===== src/rtl/fpstk_pkg.sv =====
package fpstk_pkg;
  typedef enum logic [2:0] {
    OP_NOP     = 3'd0,
    OP_PUSH_Z  = 3'd1,
    OP_PUSH_PI = 3'd2,
    OP_READ    = 3'd3,
    OP_WR_TOP  = 3'd4,
    OP_WR_IDX  = 3'd5,
    OP_WR_POP  = 3'd6,
    OP_WR_POP1 = 3'd7
  } stk_op_e;

  typedef enum logic [1:0] {
    RND_NEAR = 2'd0,
    RND_DOWN = 2'd1,
    RND_UP   = 2'd2,
    RND_ZERO = 2'd3
  } rnd_e;

  // pi with a 66-bit significand, integer bit first
  localparam int          PI_REF_W = 66;
  localparam logic [65:0] PI_REF   = {64'hC90FDAA22168C234, 2'b11};
endpackage


===== src/rtl/fpstk_pi_round.sv =====
module fpstk_pi_round
  import fpstk_pkg::*;
#(
  parameter int SIG_W = 64,
  parameter int EXP_W = 15,
  localparam int DATA_W = 1 + EXP_W + SIG_W
) (
  input  logic [1:0]        rc_i,
  output logic [DATA_W-1:0] val_o
);
  localparam int LOW_W = PI_REF_W - SIG_W;
  localparam int BIAS  = (2 ** (EXP_W - 1)) - 1;

  logic [SIG_W-1:0] trunc;
  logic             guard;
  logic             sticky;
  logic             up;
  logic [SIG_W:0]   sum;
  logic [SIG_W-1:0] sig;
  logic [EXP_W-1:0] expo;

  assign trunc  = PI_REF[PI_REF_W-1 -: SIG_W];
  assign guard  = PI_REF[LOW_W-1];
  assign sticky = |PI_REF[LOW_W-2:0];

  always_comb begin
    case (rnd_e'(rc_i))
      RND_NEAR: up = guard & (sticky | trunc[0]);
      RND_UP:   up = guard | sticky;
      default:  up = 1'b0;
    endcase
  end

  assign sum  = {1'b0, trunc} + {{SIG_W{1'b0}}, up};
  assign sig  = sum[SIG_W] ? {1'b1, {(SIG_W-1){1'b0}}} : sum[SIG_W-1:0];
  assign expo = EXP_W'(BIAS + 1) + {{(EXP_W-1){1'b0}}, sum[SIG_W]};
  assign val_o = {1'b0, expo, sig};
endmodule


===== src/rtl/fpstk_tagbank.sv =====
module fpstk_tagbank #(
  parameter int DEPTH = 8,
  localparam int AW = $clog2(DEPTH)
) (
  input  logic             clk,
  input  logic             rst,
  input  logic             set_en,
  input  logic [AW-1:0]    set_idx,
  input  logic             clr_en,
  input  logic [AW-1:0]    clr_idx,
  output logic [DEPTH-1:0] tag_o
);
  for (genvar g = 0; g < DEPTH; g++) begin : g_slot
    always_ff @(posedge clk) begin
      if (rst)
        tag_o[g] <= 1'b0;
      else if (set_en && set_idx == AW'(g))
        tag_o[g] <= 1'b1;
      else if (clr_en && clr_idx == AW'(g))
        tag_o[g] <= 1'b0;
    end
  end
endmodule


===== src/rtl/fpstk_regfile.sv =====
module fpstk_regfile #(
  parameter int DEPTH  = 8,
  parameter int DATA_W = 80,
  localparam int AW = $clog2(DEPTH)
) (
  input  logic              clk,
  input  logic              we,
  input  logic [AW-1:0]     waddr,
  input  logic [DATA_W-1:0] wdata,
  input  logic              re,
  input  logic [AW-1:0]     raddr,
  output logic [DATA_W-1:0] rdata
);
  logic [DATA_W-1:0] mem [DEPTH];

  always_ff @(posedge clk) begin
    if (we) mem[waddr] <= wdata;
    if (re) rdata <= mem[raddr];
  end
endmodule


===== src/rtl/fpstk_ctrl.sv =====
module fpstk_ctrl
  import fpstk_pkg::*;
#(
  parameter int DEPTH = 8,
  parameter int SIG_W = 64,
  parameter int EXP_W = 15,
  localparam int DATA_W = 1 + EXP_W + SIG_W,
  localparam int AW = $clog2(DEPTH)
) (
  input  logic              clk,
  input  logic              rst,
  input  logic              op_valid_i,
  input  logic [2:0]        op_i,
  input  logic [AW-1:0]     idx_i,
  input  logic [1:0]        rc_i,
  input  logic [DATA_W-1:0] res_i,
  output logic              done_o,
  output logic              ie_o,
  output logic              sf_o,
  output logic              c1_o,
  output logic [DATA_W-1:0] rd_data_o,
  output logic [AW-1:0]     top_o
);
  logic [AW-1:0]     top_q, top_nxt;
  logic [DEPTH-1:0]  tags;
  logic [DATA_W-1:0] pi_val;
  logic [AW-1:0]     slot_new, slot_idx, slot_one, slot_src;
  logic              ovf, unf;
  logic              we, re;
  logic [AW-1:0]     waddr;
  logic [DATA_W-1:0] wdata;
  logic              set_en, clr_en;
  stk_op_e           op;

  assign op       = stk_op_e'(op_i);
  assign slot_new = top_q - 1'b1;
  assign slot_idx = top_q + idx_i;
  assign slot_one = top_q + 1'b1;
  assign slot_src = (op == OP_WR_POP1) ? slot_one : slot_idx;

  fpstk_pi_round #(.SIG_W(SIG_W), .EXP_W(EXP_W)) u_pi (
    .rc_i (rc_i),
    .val_o(pi_val)
  );

  always_comb begin
    ovf     = 1'b0;
    unf     = 1'b0;
    we      = 1'b0;
    re      = 1'b0;
    waddr   = top_q;
    wdata   = res_i;
    set_en  = 1'b0;
    clr_en  = 1'b0;
    top_nxt = top_q;
    if (op_valid_i) begin
      case (op)
        OP_PUSH_Z, OP_PUSH_PI: begin
          if (tags[slot_new]) begin
            ovf = 1'b1;
          end else begin
            we      = 1'b1;
            waddr   = slot_new;
            wdata   = (op == OP_PUSH_PI) ? pi_val : '0;
            set_en  = 1'b1;
            top_nxt = slot_new;
          end
        end
        OP_READ: begin
          if (!tags[slot_idx]) unf = 1'b1;
          else                 re  = 1'b1;
        end
        OP_WR_TOP, OP_WR_IDX, OP_WR_POP, OP_WR_POP1: begin
          if (!tags[top_q] || !tags[slot_src]) begin
            unf = 1'b1;
          end else begin
            we    = 1'b1;
            waddr = (op == OP_WR_TOP) ? top_q : slot_src;
            if (op == OP_WR_POP || op == OP_WR_POP1) begin
              clr_en  = 1'b1;
              top_nxt = slot_one;
            end
          end
        end
        default: ;
      endcase
    end
  end

  fpstk_tagbank #(.DEPTH(DEPTH)) u_tags (
    .clk    (clk),
    .rst    (rst),
    .set_en (set_en),
    .set_idx(slot_new),
    .clr_en (clr_en),
    .clr_idx(top_q),
    .tag_o  (tags)
  );

  fpstk_regfile #(.DEPTH(DEPTH), .DATA_W(DATA_W)) u_rf (
    .clk  (clk),
    .we   (we),
    .waddr(waddr),
    .wdata(wdata),
    .re   (re),
    .raddr(slot_idx),
    .rdata(rd_data_o)
  );

  always_ff @(posedge clk) begin
    if (rst) begin
      top_q  <= '0;
      done_o <= 1'b0;
      ie_o   <= 1'b0;
      sf_o   <= 1'b0;
      c1_o   <= 1'b0;
    end else begin
      top_q  <= top_nxt;
      done_o <= op_valid_i;
      ie_o   <= ovf | unf;
      sf_o   <= ovf | unf;
      c1_o   <= ovf;
    end
  end

  assign top_o = top_q;
endmodule


===== config.mk =====
export PLATFORM = sky130hd
export DESIGN_NAME = fpstk_ctrl
export DESIGN_NICKNAME = d
export VERILOG_FILES = /design/src/rtl/fpstk_pkg.sv /design/src/rtl/fpstk_pi_round.sv /design/src/rtl/fpstk_tagbank.sv /design/src/rtl/fpstk_regfile.sv /design/src/rtl/fpstk_ctrl.sv
export SDC_FILE = /design/constraint.sdc
export NUM_CORES = 1
export LEC_CHECK = 0
export CORE_UTILIZATION = 38
export CTS_CLUSTER_SIZE = 30
export DETAILED_ROUTE_END_ITERATION = 6
export PLACE_DENSITY_LB_ADDON = 0.12
export SYNTH_ARGS = -nofsm -noshare
export SYNTH_HDL_FRONTEND = slang
export SYNTH_SLANG_ARGS = --single-unit

===== constraint.sdc =====
create_clock -name clk -period 14.5 [get_ports clk]
set_input_delay 1.45 -clock clk [delete_from_list [all_inputs] [get_ports clk]]
set_output_delay 1.45 -clock clk [all_outputs]
set_load 0.005 [all_outputs]

==> results by group, run 1 <==
Place
  • Number of port buffers: 176
  • RePlAce Congestion: 0.7709
  • Detailed placement HPWL: 32320 um

Power
  • Net Sw Frac: 21.85%
  • Final Power: 4.758 mW
  • Clock share of power: 39.9%
  • Lkg Pwr: 10.74 nW
  • Combinational power share: 9.7%
  • Internal power: 3.718 mW
  • Flop pwr share: 50.4%
  • IR drop worst, VDD: 0.06933 mV
  • Sw Pwr: 1.040 mW
  • Power density over cell area: 140.6 nW/um^2

Logic synthesis
  • Post-synth top area share: 76.01%
  • Seq/Total Area, Yosys: 76.99%
  • Synthesized area per cell: 22.05 um^2
  • Synth Cell Area: 28450 um^2
  • Post-synth ARST share: 0%
  • Dominant cell type by area after synthesis: edfxtp_1
  • Synth cell types: 53
  • Synth area leaders: edfxtp_1 (76%), mux4_2 (13%), mux2_2 (3.4%)
  • Yosys warns: 0
  • Mapped Cells: 1290
  • Synth Net Count: 1391
  • Register bit total from synthesis: 734
  • Number of flops mapped to enable cells by yosys: 720
  • Most used DFF post-synth: edfxtp_1

CTS
  • Postcts setup bufs: 0
  • Post-cts sizing count: 0
  • CTS Root Cell: clkbuf_16
  • Hold_buf cts: 0
  • Clock Sinks: 734
  • Worst skew pair latency: 0.61 ns
  • CTS tree: yes
  • CTS clock-pin slew for the worst setup and hold paths: 0.05 ns
  • CTS Buf Count: 79
  • H-tree depth: 3
  • Max Buffers Root-to-Sink: 3

Worst setup path
  • Cells on worst reg2reg path: 10
  • Crit path arrival time: 7.17 ns
  • Worst R2R Start: top_o[0]
  • Critical Path End Type: register
  • Crit Path Max Fanout: 45
  • CP Data Required Time: 14.72 ns
  • Crit. Startpoint: idx_i[0]
  • Setup crit start kind: primary input
  • WS Path Type: in -> reg

Detailed routing
  • DRT iter0 DRCs: 815
  • First drt pass iteration count: 5
  • DRT Wirelength: 62590 um
  • DRC: 0
  • Routed Antenna Nets: 0
  • Avg WL per Cell: 24.83 um
  • Via density: 5.269
  • Vias after detailed routing: 13280

Worst hold path
  • Worst hold start: u_tags.tag_o[0]
  • Hold Path Class: reg -> reg
  • Hold depth: 2

Global routing
  • Vias in the first global route: 14530
  • First-pass GRT wire length: 93170 um
  • Gr ovfl total: 0
  • GRT Overall Usage: 16.87%
  • Initial antenna violation count: 0
  • Pin count of the biggest net entering global routing: 66

Layout
  • Share of layout cells above drive strength 1: 26.07%
  • Area growth, synth to finish: 18.95%
  • Fillers: 6148
  • Final #Nets: 1605

Die
  • I/O pin count: 178
  • Initial core utilization: 38.73%
  • Die Wd: 275.6 um
  • Core Footprint: 73450 um^2
  • Num rows: 99
  • Die height: 275.6 um
  • DIE AREA: 75960 um^2

STA
  • Clk_skew: 0.02067 ns
  • Setup TNS: 0 ns
  • Fin. Hold Viols: 0
  • Slew HR: 17.77%
  • Tcrit/Tclk final: 47.88%
  • Max Freq: 144.0 MHz
  • Tmin final: 6.943 ns
  • RSZ-0062 raised after global routing: false
  • Slew Viols, Final: 0
  • Final Setup Violations: 0
  • Tightest Pin Transition: 1.225 ns

Flow run
  • Max-cap violations: 0

Run status
  • Run status: finished, final reports clean
[area by class of cell]
type | count | area (um^2) | share of cell area [%]
diodes | 1 | 2.502 | 0.007395
clock buffers | 99 | 2073 | 6.127
clock inverters | 39 | 342.8 | 1.013
inverters | 18 | 67.56 | 0.1997
multi-input cells | 469 | 6294 | 18.60
flip-flops and latches | 734 | 21900 | 64.72
well taps | 959 | 1200 | 3.546
repair buffers | 202 | 1957 | 5.783
[cells in the mapped netlist (6+ instances only)]
cell	count
dfxtp_1	14
o21ai_0	7
a21o_1	29
a21oi_1	13
o31ai_1	6
inv_1	16
ha_1	9
and2_1	51
buf_2	12
edfxtp_1	720
nand2_1	24
mux4_2	167
clkbuf_1	48
buf_1	6
mux2i_1	7
nor2_1	15
mux2_2	85
[metrics by stage]
step / hold WS [ns] / instances / utilization (%) / instance area, um^2 / setup slack, ns
floorplan: 0.4770 / 1290 / - / 28450 / 2.544
global placement: 0.5226 / 2382 / 42.77 / 31420 / 6.741
detailed placement: 0.5291 / 2382 / 42.77 / 31420 / 6.740
CTS: 0.5370 / 2520 / 46.06 / 33840 / 7.366
global route: 0.5720 / 2520 / 46.06 / 33840 / 7.011
finish: 0.5383 / 2521 / 46.07 / 33840 / 7.557
[worst max-delay path, cell delays in order]
cell and delay [ns]:
clkdlybuf4s50_1 0.50, ha_4 0.13, inv_1 0.05, fa_4 0.43, xor3_4 1.05, buf_4 0.87, o22ai_1 0.16, a2bb2oi_1 0.25
o311ai_0 0.34, nor4_2 0.35, buf_4 0.66, buf_4 0.72
[state kept, by name, indices dropped and copies added (netlist names)]
register / count
u_tags.tag_o: 8
done_o: 1
sf_o: 1
c1_o: 1
top_o: 3
u_rf.rdata: 80
u_rf.mem: 640
[cells by family (layout without fill, tap and decap cells)]
logic type      after synthesis  count (layout)  share of synthesized area [%]
mux                         260             260                          16.89
simple gates                115             115                          2.195
flops                       734             734                          76.99
fa+ha+maj                    10              10                         0.4663
other cells                   0               1                              0
xor+xnor                      4               4                         0.1759
compound gates               80              80                          2.019
buf+inv                      87             358                          1.267
[cell usage in the layout, fill, tap and decap left out, types with 7 or more instances in the layout]
cell | Yosys | routed
a21o_1 | 29 | 29
clkdlybuf4s50_1 | 0 | 176
inv_1 | 16 | 16
nor2_1 | 15 | 15
mux2_2 | 85 | 85
dfxtp_1 | 14 | 14
clkinv_1 | 2 | 10
edfxtp_1 | 720 | 720
mux4_2 | 167 | 167
o21ai_0 | 7 | 7
clkbuf_1 | 48 | 19
and2_1 | 51 | 51
clkinv_2 | 0 | 18
nand2_1 | 24 | 24
clkbuf_16 | 0 | 80
ha_1 | 9 | 8
a21oi_1 | 13 | 13
buf_4 | 1 | 26
mux2i_1 | 7 | 7
[final timing paths]
check	to	slack, ns
setup reg to reg	u_rf.mem[3][20]	7.97
hold / removal	u_tags.tag_o[0]	0.54
hold reg to reg	u_tags.tag_o[0]	0.54
setup / recovery	u_rf.mem[2][20]	7.56
[layer usage]
layer | wire length [um] | track usage, % | share of wire (%)
met3 | 2928 | 3.027 | 4.7
met1 | 26760 | 21.88 | 43
met4 | 1119 | 4.914 | 1.8
met2 | 31790 | 28.97 | 51
met5 | 0 | 0 | 0
[power groups by stage]
| stage | sequential (mW) | combinational [mW] | clock (mW) |
|---|---|---|---|
| final | 2.40 | 0.463 | 1.90 |
| after floorplan | 2.44 | 0.335 | 0 |
| after detailed placement | 2.44 | 0.477 | 0 |
| after global placement | 2.44 | 0.473 | 0 |
| after global routing | 2.40 | 0.505 | 2.03 |
| after CTS | 2.40 | 0.479 | 1.95 |
Note: power is estimated with default switching activity, not from simulation.
==> run 2: changes to the inputs <==
==> constraint.sdc (replaced) <==
create_clock -name clk -period 5.9 [get_ports clk]
set_input_delay 0.59 -clock clk [delete_from_list [all_inputs] [get_ports clk]]
set_output_delay 0.59 -clock clk [all_outputs]
set_load 0.005 [all_outputs]
==> results by group, run 2 (synthesis gave the netlist of run 1 again) <==
Worst setup path
  • Worst R2R Start: top_o[1]
  • Crit path to: u_rf.mem[3][79]
  • Crit Path Max Fanout: 45 (unchanged)
  • CP Data Required Time: 6.15 ns (-8.57 ns)
  • Crit. Startpoint: top_o[1]
  • Slowest cell on crit path: or4_4
  • WS Path Type: reg -> reg
  • Setup crit start kind: register
  • Critical Path End Type: register
  • Critical R2R Capture: u_rf.mem[3][79]
  • R2R setup slack: 1.03 ns (-6.94 ns)
  • CP peak stage delay: 0.81 ns (-0.24 ns)
  • Cell Chain, Critical Path: inv_1 -> ha_4 -> mux4_2 -> mux2_4 -> or4_4 -> o221ai_2 -> o21ai_0 -> nor4_4 -> buf_4
  • Cells on worst reg2reg path: 9 (-1)
  • Crit path arrival time: 5.12 ns (-2.05 ns)

CTS
  • Max Buffers Root-to-Sink: 3 (unchanged)
  • Clock Sinks: 734 (unchanged)
  • CTS clock-pin slew for the worst setup and hold paths: 0.06 ns (about the same)
  • Hold_buf cts: 0 (unchanged)
  • H-tree depth: 3 (unchanged)
  • CTS Buf Count: 77 (-2.5%)
  • Postcts setup bufs: 0 (unchanged)
  • Post-cts sizing count: 0 (unchanged)
  • Worst skew pair latency: 0.61 ns (about the same)
  • CTS Root Cell: clkbuf_16
  • CTS tree: yes

Detailed routing
  • First drt pass iteration count: 5 (unchanged)
  • Vias after detailed routing: 13140 (-1.1%)
  • DRT iter0 DRCs: 972 (+19%)
  • Avg WL per Cell: 24.56 um (-1.1%)
  • DRT Wirelength: 61820 um (-1.2%)
  • DRC: 0 (unchanged)
  • Via density: 5.221 (-0.93%)
  • Routed Antenna Nets: 0 (unchanged)

STA
  • Max Freq: 205.3 MHz
  • Final Setup Violations: 0 (unchanged)
  • Setup TNS: 0 ns (unchanged)
  • Slew Viols, Final: 0 (unchanged)
  • Tightest Pin Transition: 1.267 ns (+0.04139 ns)
  • Tmin final: 4.870 ns
  • Tcrit/Tclk final: 82.55%
  • Clk_skew: 0.01798 ns (-0.002683 ns)
  • RSZ-0062 raised after global routing: false
  • Fin. Hold Viols: 0 (unchanged)
  • Slew HR: 14.67% (-3.1 points)

Layout
  • Fillers: 6143 (-0.081%)
  • Most common cell after layout, fill and taps aside: edfxtp_1
  • Biggest register: u_rf.mem
  • Largest regs: u_rf.mem x640, u_rf.rdata x80, u_tags.tag_o x8
  • Most frequent cells in the layout: edfxtp_1 (720), clkdlybuf4s50_1 (176), mux4_2 (167), mux2_2 (84), clkbuf_16 (80)
  • Finished Layout Cells: 2517 (-0.16%)
  • Area growth, synth to finish: 19.46%
  • Largest register FFs: 640 (unchanged)
  • Ant. Diodes: 0 (-1)
  • Share of layout cells above drive strength 1: 25.87% (-0.21 points)
  • Final #Nets: 1605 (unchanged)

Global routing
  • Vias in the first global route: 14130 (-2.7%)
  • Gr ovfl total: 0 (unchanged)
  • First-pass GRT wire length: 90950 um (-2.4%)
  • Pin count of the biggest net entering global routing: 107 (+62%)
  • Initial antenna violation count: 0 (unchanged)
  • GRT Overall Usage: 16.51% (-0.36 points)

Power
  • Net Sw Frac: 21.81% (-0.042 points)
  • Sw Pwr: 2.521 mW (+140%)
  • IR drop worst, VDD: 0.2022 mV (+190%)
  • Final Power: 11.56 mW (+140%)
  • Power density over cell area: 340.2 nW/um^2 (+140%)
  • Internal power: 9.038 mW (+140%)
  • Combinational power share: 10.0% (+0.3 points)
  • Flop pwr share: 50.9% (+0.5 points)
  • Clock share of power: 39.0% (-0.9 points)
  • Lkg Pwr: 10.76 nW (+0.15%)

Die
  • Die Wd: 275.6 um (unchanged)
  • Num rows: 99 (unchanged)
  • Core Footprint: 73450 um^2 (unchanged)
  • I/O pin count: 178 (unchanged)
  • Die height: 275.6 um (unchanged)
  • DIE AREA: 75960 um^2 (unchanged)
  • Initial core utilization: 38.73% (unchanged)

Flow run
  • Max-cap violations: 0 (unchanged)

Run status
  • Run status: finished, final reports clean

Place
  • Post-Place Cells: 2384 (+0.084%)
  • Number of port buffers: 176 (unchanged)
  • RePlAce Congestion: 0.7784 (+0.97%)
  • Detailed placement HPWL: 31610 um (-2.2%)

Worst hold path
  • Hold Path Class: reg -> reg
  • Hold depth: 2 (unchanged)
-- run 2: stage by stage --
step                util (%)  cell area (um^2)  setup WS (ns)  hold slack (ns)
global placement       43.09             31650         0.7209           0.5304
finish                 46.26             33980          1.030           0.5380
floorplan                  -             28600         -1.877           0.4770
CTS                    46.26             33980         0.9392           0.5321
detailed placement     43.09             31650         0.6990           0.5243
global route           46.26             33980         0.7312           0.5768
-- run 2: routing by layer --
| metal | part of all wire [%] | GRT usage, % | up-vias | routed length (um) |
|---|---|---|---|---|
| met5 | 0 | 0 | - | 0 |
| li1 | - | - | 5796 | - |
| met3 | 4.1 | 2.575 | 84 | 2565 |
| met2 | 50 | 27.46 | 295 | 30670 |
| met4 | 1.6 | 4.318 | 0 | 1011 |
| met1 | 45 | 22.69 | 6965 | 27570 |
-- run 2: cell type report --
type | instances | area (um^2) | area share (%)
inverter | 18 | 72.57 | 0.2136
clock inverter | 40 | 277.8 | 0.8174
multi-input combinational | 469 | 6355 | 18.70
timing repair buffer | 204 | 2122 | 6.245
sequential | 734 | 21900 | 64.46
clock buffer | 93 | 2051 | 6.035
tap | 959 | 1200 | 3.531
-- run 2: power by group through the flow --
stage	clock network [mW]	registers, mW	logic, mW
after floorplan	0	6.00	0.838
after global placement	0	6.00	1.18
after detailed placement	0	6.00	1.19
after CTS	4.64	5.89	1.20
after global routing	4.83	5.89	1.26
final	4.51	5.89	1.16
-- run 2: how the worst min path moves through the flow --
stage | startpoint | endpoint | slack [ns]
after detailed placement | u_tags.tag_o[4] | u_tags.tag_o[4] | 0.52
after floorplan | u_tags.tag_o[4] | u_tags.tag_o[4] | 0.48
after global placement | u_tags.tag_o[0] | u_tags.tag_o[0] | 0.53
after CTS | u_tags.tag_o[4] | u_tags.tag_o[4] | 0.53
final | u_tags.tag_o[7] | u_tags.tag_o[7] | 0.54
after global routing | u_tags.tag_o[4] | u_tags.tag_o[4] | 0.58
-- run 2: worst max-delay path: cells and delay by family (launching register included) --
kind	cells	cell delay [ns]
compound gates	2	0.77
fa+ha+maj	1	0.45
mux	2	0.71
buf+inv	2	0.69
flops	1	0.49
simple gates	2	1.37
